===== config.mk =====
export PLATFORM = sky130hd
export DESIGN_NAME = mbx_channel
export DESIGN_NICKNAME = d
export VERILOG_FILES = /design/src/rtl/mbx_pkg.sv /design/src/rtl/mbx_host_dec.sv /design/src/rtl/mbx_in_buf.sv /design/src/rtl/mbx_out_buf.sv /design/src/rtl/mbx_flags.sv /design/src/rtl/mbx_channel.sv
export SDC_FILE = /design/constraint.sdc
export NUM_CORES = 1
export LEC_CHECK = 0
export CAP_MARGIN = 20
export CORE_MARGIN = 8
export CORE_UTILIZATION = 38
export CTS_CLUSTER_DIAMETER = 50
export DETAILED_ROUTE_END_ITERATION = 16
export PLACE_DENSITY_LB_ADDON = 0.3
export SLEW_MARGIN = 20
export SYNTH_ARGS = -nofsm -noshare
export SYNTH_HDL_FRONTEND = slang
export SYNTH_SLANG_ARGS = --single-unit

===== constraint.sdc =====
create_clock -name clk -period 1.9 [get_ports clk]
set_input_delay 0.38 -clock clk [delete_from_list [all_inputs] [get_ports clk]]
set_output_delay 0.38 -clock clk [all_outputs]
set_load 0.005 [all_outputs]

===== src/rtl/mbx_pkg.sv =====
package mbx_pkg;
   // Status byte bit positions (host visible at the command address)
   localparam int ST_OBF  = 0;
   localparam int ST_IBF  = 1;
   localparam int ST_GF0  = 2;
   localparam int ST_CMD  = 3;
   localparam int ST_BUSY = 4;
   localparam int ST_OVR  = 5;
   localparam int ST_GF1  = 6;
   localparam int ST_GF2  = 7;
   localparam int ST_W    = 8;

   // Control bit positions
   localparam int CT_IBF_IE = 0;
   localparam int CT_OBE_IE = 1;
   localparam int CT_W      = 2;

   // Local register map
   typedef enum logic [1:0] {
      LR_DATA = 2'd0,
      LR_STAT = 2'd1,
      LR_CTRL = 2'd2,
      LR_RSVD = 2'd3
   } loc_reg_e;
endpackage


===== src/rtl/mbx_host_dec.sv =====
module mbx_host_dec #(
   parameter int ADDR_W = 16,
   parameter logic [ADDR_W-1:0] DATA_PORT = 'h62,
   parameter logic [ADDR_W-1:0] CMD_PORT  = 'h66
) (
   input  logic [ADDR_W-1:0] host_addr,
   input  logic              host_wr,
   input  logic              host_rd,
   output logic              wr_hit,
   output logic              wr_is_cmd,
   output logic              rd_data_hit,
   output logic              rd_stat_hit
);
   logic at_data;
   logic at_cmd;

   always_comb begin
      at_data     = (host_addr == DATA_PORT);
      at_cmd      = (host_addr == CMD_PORT);
      wr_hit      = host_wr && (at_data || at_cmd);
      wr_is_cmd   = at_cmd;
      rd_data_hit = host_rd && at_data;
      rd_stat_hit = at_cmd;
   end
endmodule


===== src/rtl/mbx_in_buf.sv =====
module mbx_in_buf #(
   parameter int DATA_W = 8
) (
   input  logic              clk,
   input  logic              rst_n,
   input  logic              put,
   input  logic              put_is_cmd,
   input  logic [DATA_W-1:0] put_data,
   input  logic              take,
   input  logic              ovr_clr,
   output logic [DATA_W-1:0] byte_q,
   output logic              full_q,
   output logic              cmd_q,
   output logic              ovr_q
);
   always_ff @(posedge clk or negedge rst_n) begin
      if (!rst_n) begin
         byte_q <= '0;
         full_q <= 1'b0;
         cmd_q  <= 1'b0;
         ovr_q  <= 1'b0;
      end else begin
         if (put) begin
            byte_q <= put_data;
            full_q <= 1'b1;
            cmd_q  <= put_is_cmd;
         end else if (take) begin
            full_q <= 1'b0;
         end
         if (put && full_q && !take)
            ovr_q <= 1'b1;
         else if (ovr_clr)
            ovr_q <= 1'b0;
      end
   end
endmodule


===== src/rtl/mbx_out_buf.sv =====
module mbx_out_buf #(
   parameter int DATA_W = 8
) (
   input  logic              clk,
   input  logic              rst_n,
   input  logic              put,
   input  logic [DATA_W-1:0] put_data,
   input  logic              take,
   output logic [DATA_W-1:0] byte_q,
   output logic              full_q
);
   always_ff @(posedge clk or negedge rst_n) begin
      if (!rst_n) begin
         byte_q <= '0;
         full_q <= 1'b0;
      end else if (put) begin
         byte_q <= put_data;
         full_q <= 1'b1;
      end else if (take) begin
         full_q <= 1'b0;
      end
   end
endmodule


===== src/rtl/mbx_flags.sv =====
module mbx_flags
   import mbx_pkg::*;
#(
   parameter int DATA_W  = 8,
   parameter bit IRQ_REG = 1'b1
) (
   input  logic              clk,
   input  logic              rst_n,
   input  logic              stat_we,
   input  logic              ctrl_we,
   input  logic [DATA_W-1:0] wdata,
   input  logic              ibf,
   input  logic              obf,
   output logic              busy_q,
   output logic [2:0]        gflag_q,
   output logic [CT_W-1:0]   ctrl_q,
   output logic              irq_ibf,
   output logic              irq_obe
);
   logic ibf_req;
   logic obe_req;

   always_ff @(posedge clk or negedge rst_n) begin
      if (!rst_n) begin
         busy_q  <= 1'b0;
         gflag_q <= '0;
         ctrl_q  <= '0;
      end else begin
         if (stat_we) begin
            busy_q  <= wdata[ST_BUSY];
            gflag_q <= {wdata[ST_GF2], wdata[ST_GF1], wdata[ST_GF0]};
         end
         if (ctrl_we)
            ctrl_q <= wdata[CT_W-1:0];
      end
   end

   always_comb begin
      ibf_req = ctrl_q[CT_IBF_IE] && ibf;
      obe_req = ctrl_q[CT_OBE_IE] && !obf;
   end

   generate
      if (IRQ_REG) begin : g_irq_ff
         logic ibf_irq_q;
         logic obe_irq_q;
         always_ff @(posedge clk or negedge rst_n) begin
            if (!rst_n) begin
               ibf_irq_q <= 1'b0;
               obe_irq_q <= 1'b0;
            end else begin
               ibf_irq_q <= ibf_req;
               obe_irq_q <= obe_req;
            end
         end
         assign irq_ibf = ibf_irq_q;
         assign irq_obe = obe_irq_q;
      end else begin : g_irq_comb
         assign irq_ibf = ibf_req;
         assign irq_obe = obe_req;
      end
   endgenerate
endmodule


===== src/rtl/mbx_channel.sv =====
module mbx_channel
   import mbx_pkg::*;
#(
   parameter int ADDR_W = 16,
   parameter int DATA_W = 8,
   parameter logic [ADDR_W-1:0] DATA_PORT = 'h62,
   parameter logic [ADDR_W-1:0] CMD_PORT  = 'h66,
   parameter bit IRQ_REG = 1'b1
) (
   input  logic              clk,
   input  logic              rst_n,
   input  logic [ADDR_W-1:0] host_addr,
   input  logic              host_wr,
   input  logic              host_rd,
   input  logic [DATA_W-1:0] host_wdata,
   output logic [DATA_W-1:0] host_rdata,
   input  logic [1:0]        loc_addr,
   input  logic              loc_we,
   input  logic              loc_re,
   input  logic [DATA_W-1:0] loc_wdata,
   output logic [DATA_W-1:0] loc_rdata,
   output logic              irq_ibf,
   output logic              irq_obe
);
   localparam int PAD_W = DATA_W - ST_W;

   generate
      if (DATA_W < ST_W) begin : g_bad_width
         $error("mbx_channel: DATA_W must hold the status byte");
      end
      if (DATA_PORT == CMD_PORT) begin : g_bad_ports
         $error("mbx_channel: DATA_PORT and CMD_PORT must differ");
      end
   endgenerate

   logic              wr_hit, wr_is_cmd, rd_data_hit, rd_stat_hit;
   logic [DATA_W-1:0] in_byte, out_byte;
   logic              ibf, obf, last_cmd, ovr, busy;
   logic [2:0]        gflag;
   logic [CT_W-1:0]   ctrl_q;
   logic [ST_W-1:0]   stat_b;
   logic [DATA_W-1:0] stat_w;
   logic [DATA_W-1:0] ctrl_w;
   logic              loc_data_rd, loc_data_wr, loc_stat_wr, loc_ctrl_wr;

   always_comb begin
      loc_data_rd = loc_re && (loc_reg_e'(loc_addr) == LR_DATA);
      loc_data_wr = loc_we && (loc_reg_e'(loc_addr) == LR_DATA);
      loc_stat_wr = loc_we && (loc_reg_e'(loc_addr) == LR_STAT);
      loc_ctrl_wr = loc_we && (loc_reg_e'(loc_addr) == LR_CTRL);
   end

   mbx_host_dec #(.ADDR_W(ADDR_W), .DATA_PORT(DATA_PORT), .CMD_PORT(CMD_PORT)) i_dec (
      .host_addr  (host_addr),
      .host_wr    (host_wr),
      .host_rd    (host_rd),
      .wr_hit     (wr_hit),
      .wr_is_cmd  (wr_is_cmd),
      .rd_data_hit(rd_data_hit),
      .rd_stat_hit(rd_stat_hit)
   );

   mbx_in_buf #(.DATA_W(DATA_W)) i_in (
      .clk       (clk),
      .rst_n     (rst_n),
      .put       (wr_hit),
      .put_is_cmd(wr_is_cmd),
      .put_data  (host_wdata),
      .take      (loc_data_rd),
      .ovr_clr   (loc_stat_wr && loc_wdata[ST_OVR]),
      .byte_q    (in_byte),
      .full_q    (ibf),
      .cmd_q     (last_cmd),
      .ovr_q     (ovr)
   );

   mbx_out_buf #(.DATA_W(DATA_W)) i_out (
      .clk     (clk),
      .rst_n   (rst_n),
      .put     (loc_data_wr),
      .put_data(loc_wdata),
      .take    (rd_data_hit),
      .byte_q  (out_byte),
      .full_q  (obf)
   );

   mbx_flags #(.DATA_W(DATA_W), .IRQ_REG(IRQ_REG)) i_flags (
      .clk    (clk),
      .rst_n  (rst_n),
      .stat_we(loc_stat_wr),
      .ctrl_we(loc_ctrl_wr),
      .wdata  (loc_wdata),
      .ibf    (ibf),
      .obf    (obf),
      .busy_q (busy),
      .gflag_q(gflag),
      .ctrl_q (ctrl_q),
      .irq_ibf(irq_ibf),
      .irq_obe(irq_obe)
   );

   always_comb begin
      stat_b          = '0;
      stat_b[ST_OBF]  = obf;
      stat_b[ST_IBF]  = ibf;
      stat_b[ST_GF0]  = gflag[0];
      stat_b[ST_CMD]  = last_cmd;
      stat_b[ST_BUSY] = busy;
      stat_b[ST_OVR]  = ovr;
      stat_b[ST_GF1]  = gflag[1];
      stat_b[ST_GF2]  = gflag[2];
      stat_w          = {{PAD_W{1'b0}}, stat_b};
      ctrl_w          = {{(DATA_W-CT_W){1'b0}}, ctrl_q};
   end

   always_comb begin
      if (rd_stat_hit)
         host_rdata = stat_w;
      else if (host_addr == DATA_PORT)
         host_rdata = out_byte;
      else
         host_rdata = '0;
   end

   always_comb begin
      unique case (loc_reg_e'(loc_addr))
         LR_DATA: loc_rdata = in_byte;
         LR_STAT: loc_rdata = stat_w;
         LR_CTRL: loc_rdata = ctrl_w;
         default: loc_rdata = '0;
      endcase
   end
endmodule


==> impl_metrics.env <==
export IMPL_comb_power_share_pct=19.2
export IMPL_violations="negative setup slack"
export IMPL_period_share_pct=119.1
export IMPL_drive_gt1_share_pct=44.79
export IMPL_placedCellCount=223
export IMPL_grt_ovfl_total=0
export IMPL_critPathMostFrequentCell="buf_6"
export IMPL_clock_latency_ns=0.32
export IMPL_maxCapViolCount=0
export IMPL_clkPwrFrac_pct=23.6
export IMPL_yosys_register_bits=28
export IMPL_syn_num_nets=145
export IMPL_dp_final_hpwl_um=3092
export IMPL_antennaDiodeCount=0
export IMPL_die_area_um2=5833
export IMPL_dr_pass1_iters=4
export IMPL_cp_required_ns=1.52
export IMPL_numPortBuffers=57
export IMPL_cts_num_sinks=28
export IMPL_final_common_cell="dfrtp_1"
export IMPL_hold_slack_ns=0.4216
export IMPL_gp_congestion=0.7882
export IMPL_setup_viol=8
export IMPL_critPathSlowestCell="or4b_4"
export IMPL_drc=0
export IMPL_syn2layout_area_growth_pct=59.26
export IMPL_startpoint_type="input port"
export IMPL_die_h_um=76.38
export IMPL_setup_slack_ns=-0.3630
export IMPL_ant_nets=0
export IMPL_critPathMaxFanout=3
export IMPL_drtIter0Drc=43
export IMPL_grt_usage_pct=14.49
export IMPL_path_clk_slew_ns=0.14
export IMPL_rows=22
export IMPL_cts_max_level=1
export IMPL_p_leak_nw=1.101
export IMPL_first_global_vias=1453
export IMPL_cts_tree="built"
export IMPL_routedWlPerCell_um=17.38
export IMPL_die_x_um=76.38
export IMPL_core_um2=3578
export IMPL_period_needed_ns=2.263
export IMPL_rsz0062_at_grt="yes"
export IMPL_ys_warn_count=0
export IMPL_numCtsBuffers=3
export IMPL_hold_violations=0
export IMPL_cts_root_buffer="clkbuf_4"
export IMPL_start_util_pct=38.71
export IMPL_antenna_found_initial=0
export IMPL_fmax_mhz=441.9
export IMPL_synth_distinct_cells=21
export IMPL_status="finished, violations left"
export IMPL_reg2reg_depth=1
export IMPL_path_cells="buf_6, or4b_4, nor4_4, buf_4, buf_6, a22o_1, buf_2"
export IMPL_switchingPower_mw=0.2851
export IMPL_routed_via_density=4.988
export IMPL_slew_headroom_pct=75.60
export IMPL_ir_drop_v=0.0003575
export IMPL_grt_pass1_wl_um=6975
export IMPL_p_sw_share_pct=23.72
export IMPL_skew_ns=0.0001937
export IMPL_dpl_worst_slack_ns=-1.009
export IMPL_io_pins=58
export IMPL_netlist_area_um2=1385
export IMPL_internal_power_mw=0.9171
export IMPL_cts_max_path_buffers=2
export IMPL_grt_max_degree=29
export IMPL_worstPathArrival_ns=1.88
export IMPL_final_setup_tns_ns=-2.726
export IMPL_slew_viol_final=0
export IMPL_worst_setup_path_type="in2out"
export IMPL_vias=1197
export IMPL_seqPwrFrac_pct=57.2
export IMPL_ys_seq_area_share_pct=50.59
export IMPL_hold_path_class="in2async"
export IMPL_stdcell_count=240
export IMPL_power_density_nw_per_um2=545.0
export IMPL_finalNetCount=233
export IMPL_cp_end_kind="output port"
export IMPL_fill_cells=310
export IMPL_worstMarginPinSlew_ns=0.3660
export IMPL_cts_hold_buf=0
export IMPL_synth_avg_cell_area_um2=13.19
export IMPL_syn_inst=105
export IMPL_final_cell_mix="dfrtp_1, clkdlybuf4s50_1, mux2_2"
export IMPL_wl_um=4172
export IMPL_cpPeakStageDelay_ns=0.57
[final timing paths]
| kind | startpoint | end | slack, ns |
|---|---|---|---|
| worst max-delay path | host_addr[12] | host_rdata[7] | -0.36 |
| worst min-delay path | rst_n | i_flags.irq_ibf | 0.42 |
| worst max register to register | i_flags.ctrl_q[0] | i_flags.ctrl_q[0] | 1.09 |
| worst min register to register | i_out.full_q | i_flags.irq_obe | 0.52 |
| max in group asynchronous | rst_n | i_out.byte_q[0] | 1.21 |
| min in group clk | i_out.full_q | i_flags.irq_obe | 0.52 |
[logic make-up after synthesis]
group | after synthesis | share of synthesized area [%]
AOI/OAI and AO/OA | 14 | 7.679
buffers and inverters | 3 | 0.8122
DFF | 28 | 50.59
muxes | 30 | 23.67
and+or+nand+nor | 30 | 17.25
[routing by layer]
metal  vias to the layer above  wire length [um]  share of wire [%]  global-route usage [%]
met5                         -                 0                  0                       0
met4                         0               123                2.9                   5.769
met3                        10               272                6.5                   5.189
met2                        37              2203                 53                   26.74
met1                       584              1571                 38                   14.29
li1                        566                 -                  -                       -
[power by group through the flow]
stage / Sequential [mW] / Clock, mW / Combinational [mW]
after floorplan: 0.688 / 0 / 0.0956
after global placement: 0.694 / 0 / 0.235
after detailed placement: 0.699 / 0 / 0.245
after CTS: 0.687 / 0.297 / 0.233
after global routing: 0.696 / 0.316 / 0.250
final: 0.687 / 0.284 / 0.231
[Yosys cell counts (all sizes together)]
cell    number  area [um^2]
nor4         3        63.81
mux2i        8        80.08
nor2         7        26.28
inv          1        3.750
nor3b        1        12.51
dfrtp       28        700.7
or4          1        7.510
or3          1        6.260
o21ai        4        20.02
clkbuf       1        3.750
nand3b       2        15.01
nand2        8        37.54
and2         1        6.260
a21o         1        7.510
nor2b        2        12.51
mux2        22        247.7
a22o         9        78.83
or4b         4        51.30
buf          1        3.750
[per-stage QoR]
step | total power, mW | instance area, um^2 | utilization (%)
floorplan | 0.7834 | 1393 | -
global placement | 0.9290 | 2128 | 59.48
detailed placement | 0.9438 | 2128 | 59.48
CTS | 1.216 | 2206 | 61.64
global route | 1.262 | 2206 | 61.64
finish | 1.202 | 2206 | 61.64
[layout make-up]
type,instances,area [um^2],area share [%]
sequential,28,700.7,31.76
clock buffer,4,36.28,1.645
tap,48,60.06,2.723
inverter,1,3.754,0.1702
multi-input combinational,74,683.2,30.97
timing repair buffer,85,721.9,32.73
[registers in the layout, summed over array words and instances, names as in the netlist]
name / count
i_flags.gflag_q: 3
i_in.cmd_q: 1
i_in.byte_q: 8
i_in.ovr_q: 1
i_out.full_q: 1
i_flags.busy_q: 1
i_out.byte_q: 8
i_in.full_q: 1
i_flags.irq_obe: 1
i_flags.ctrl_q: 2
i_flags.irq_ibf: 1
[repair_timing]
item	in CTS	in global routing
endpoints found under the setup margin	25	10
buffers inserted	13	0
pin swaps	12	6
resized for setup	101	3
[worst max-delay path, delay by kind of cell]
family | cells | cell delay (ns)
simple gates | 2 | 0.89
buf+inv | 4 | 0.48
compound gates | 1 | 0.13
Power figures use the tool's default switching activity.
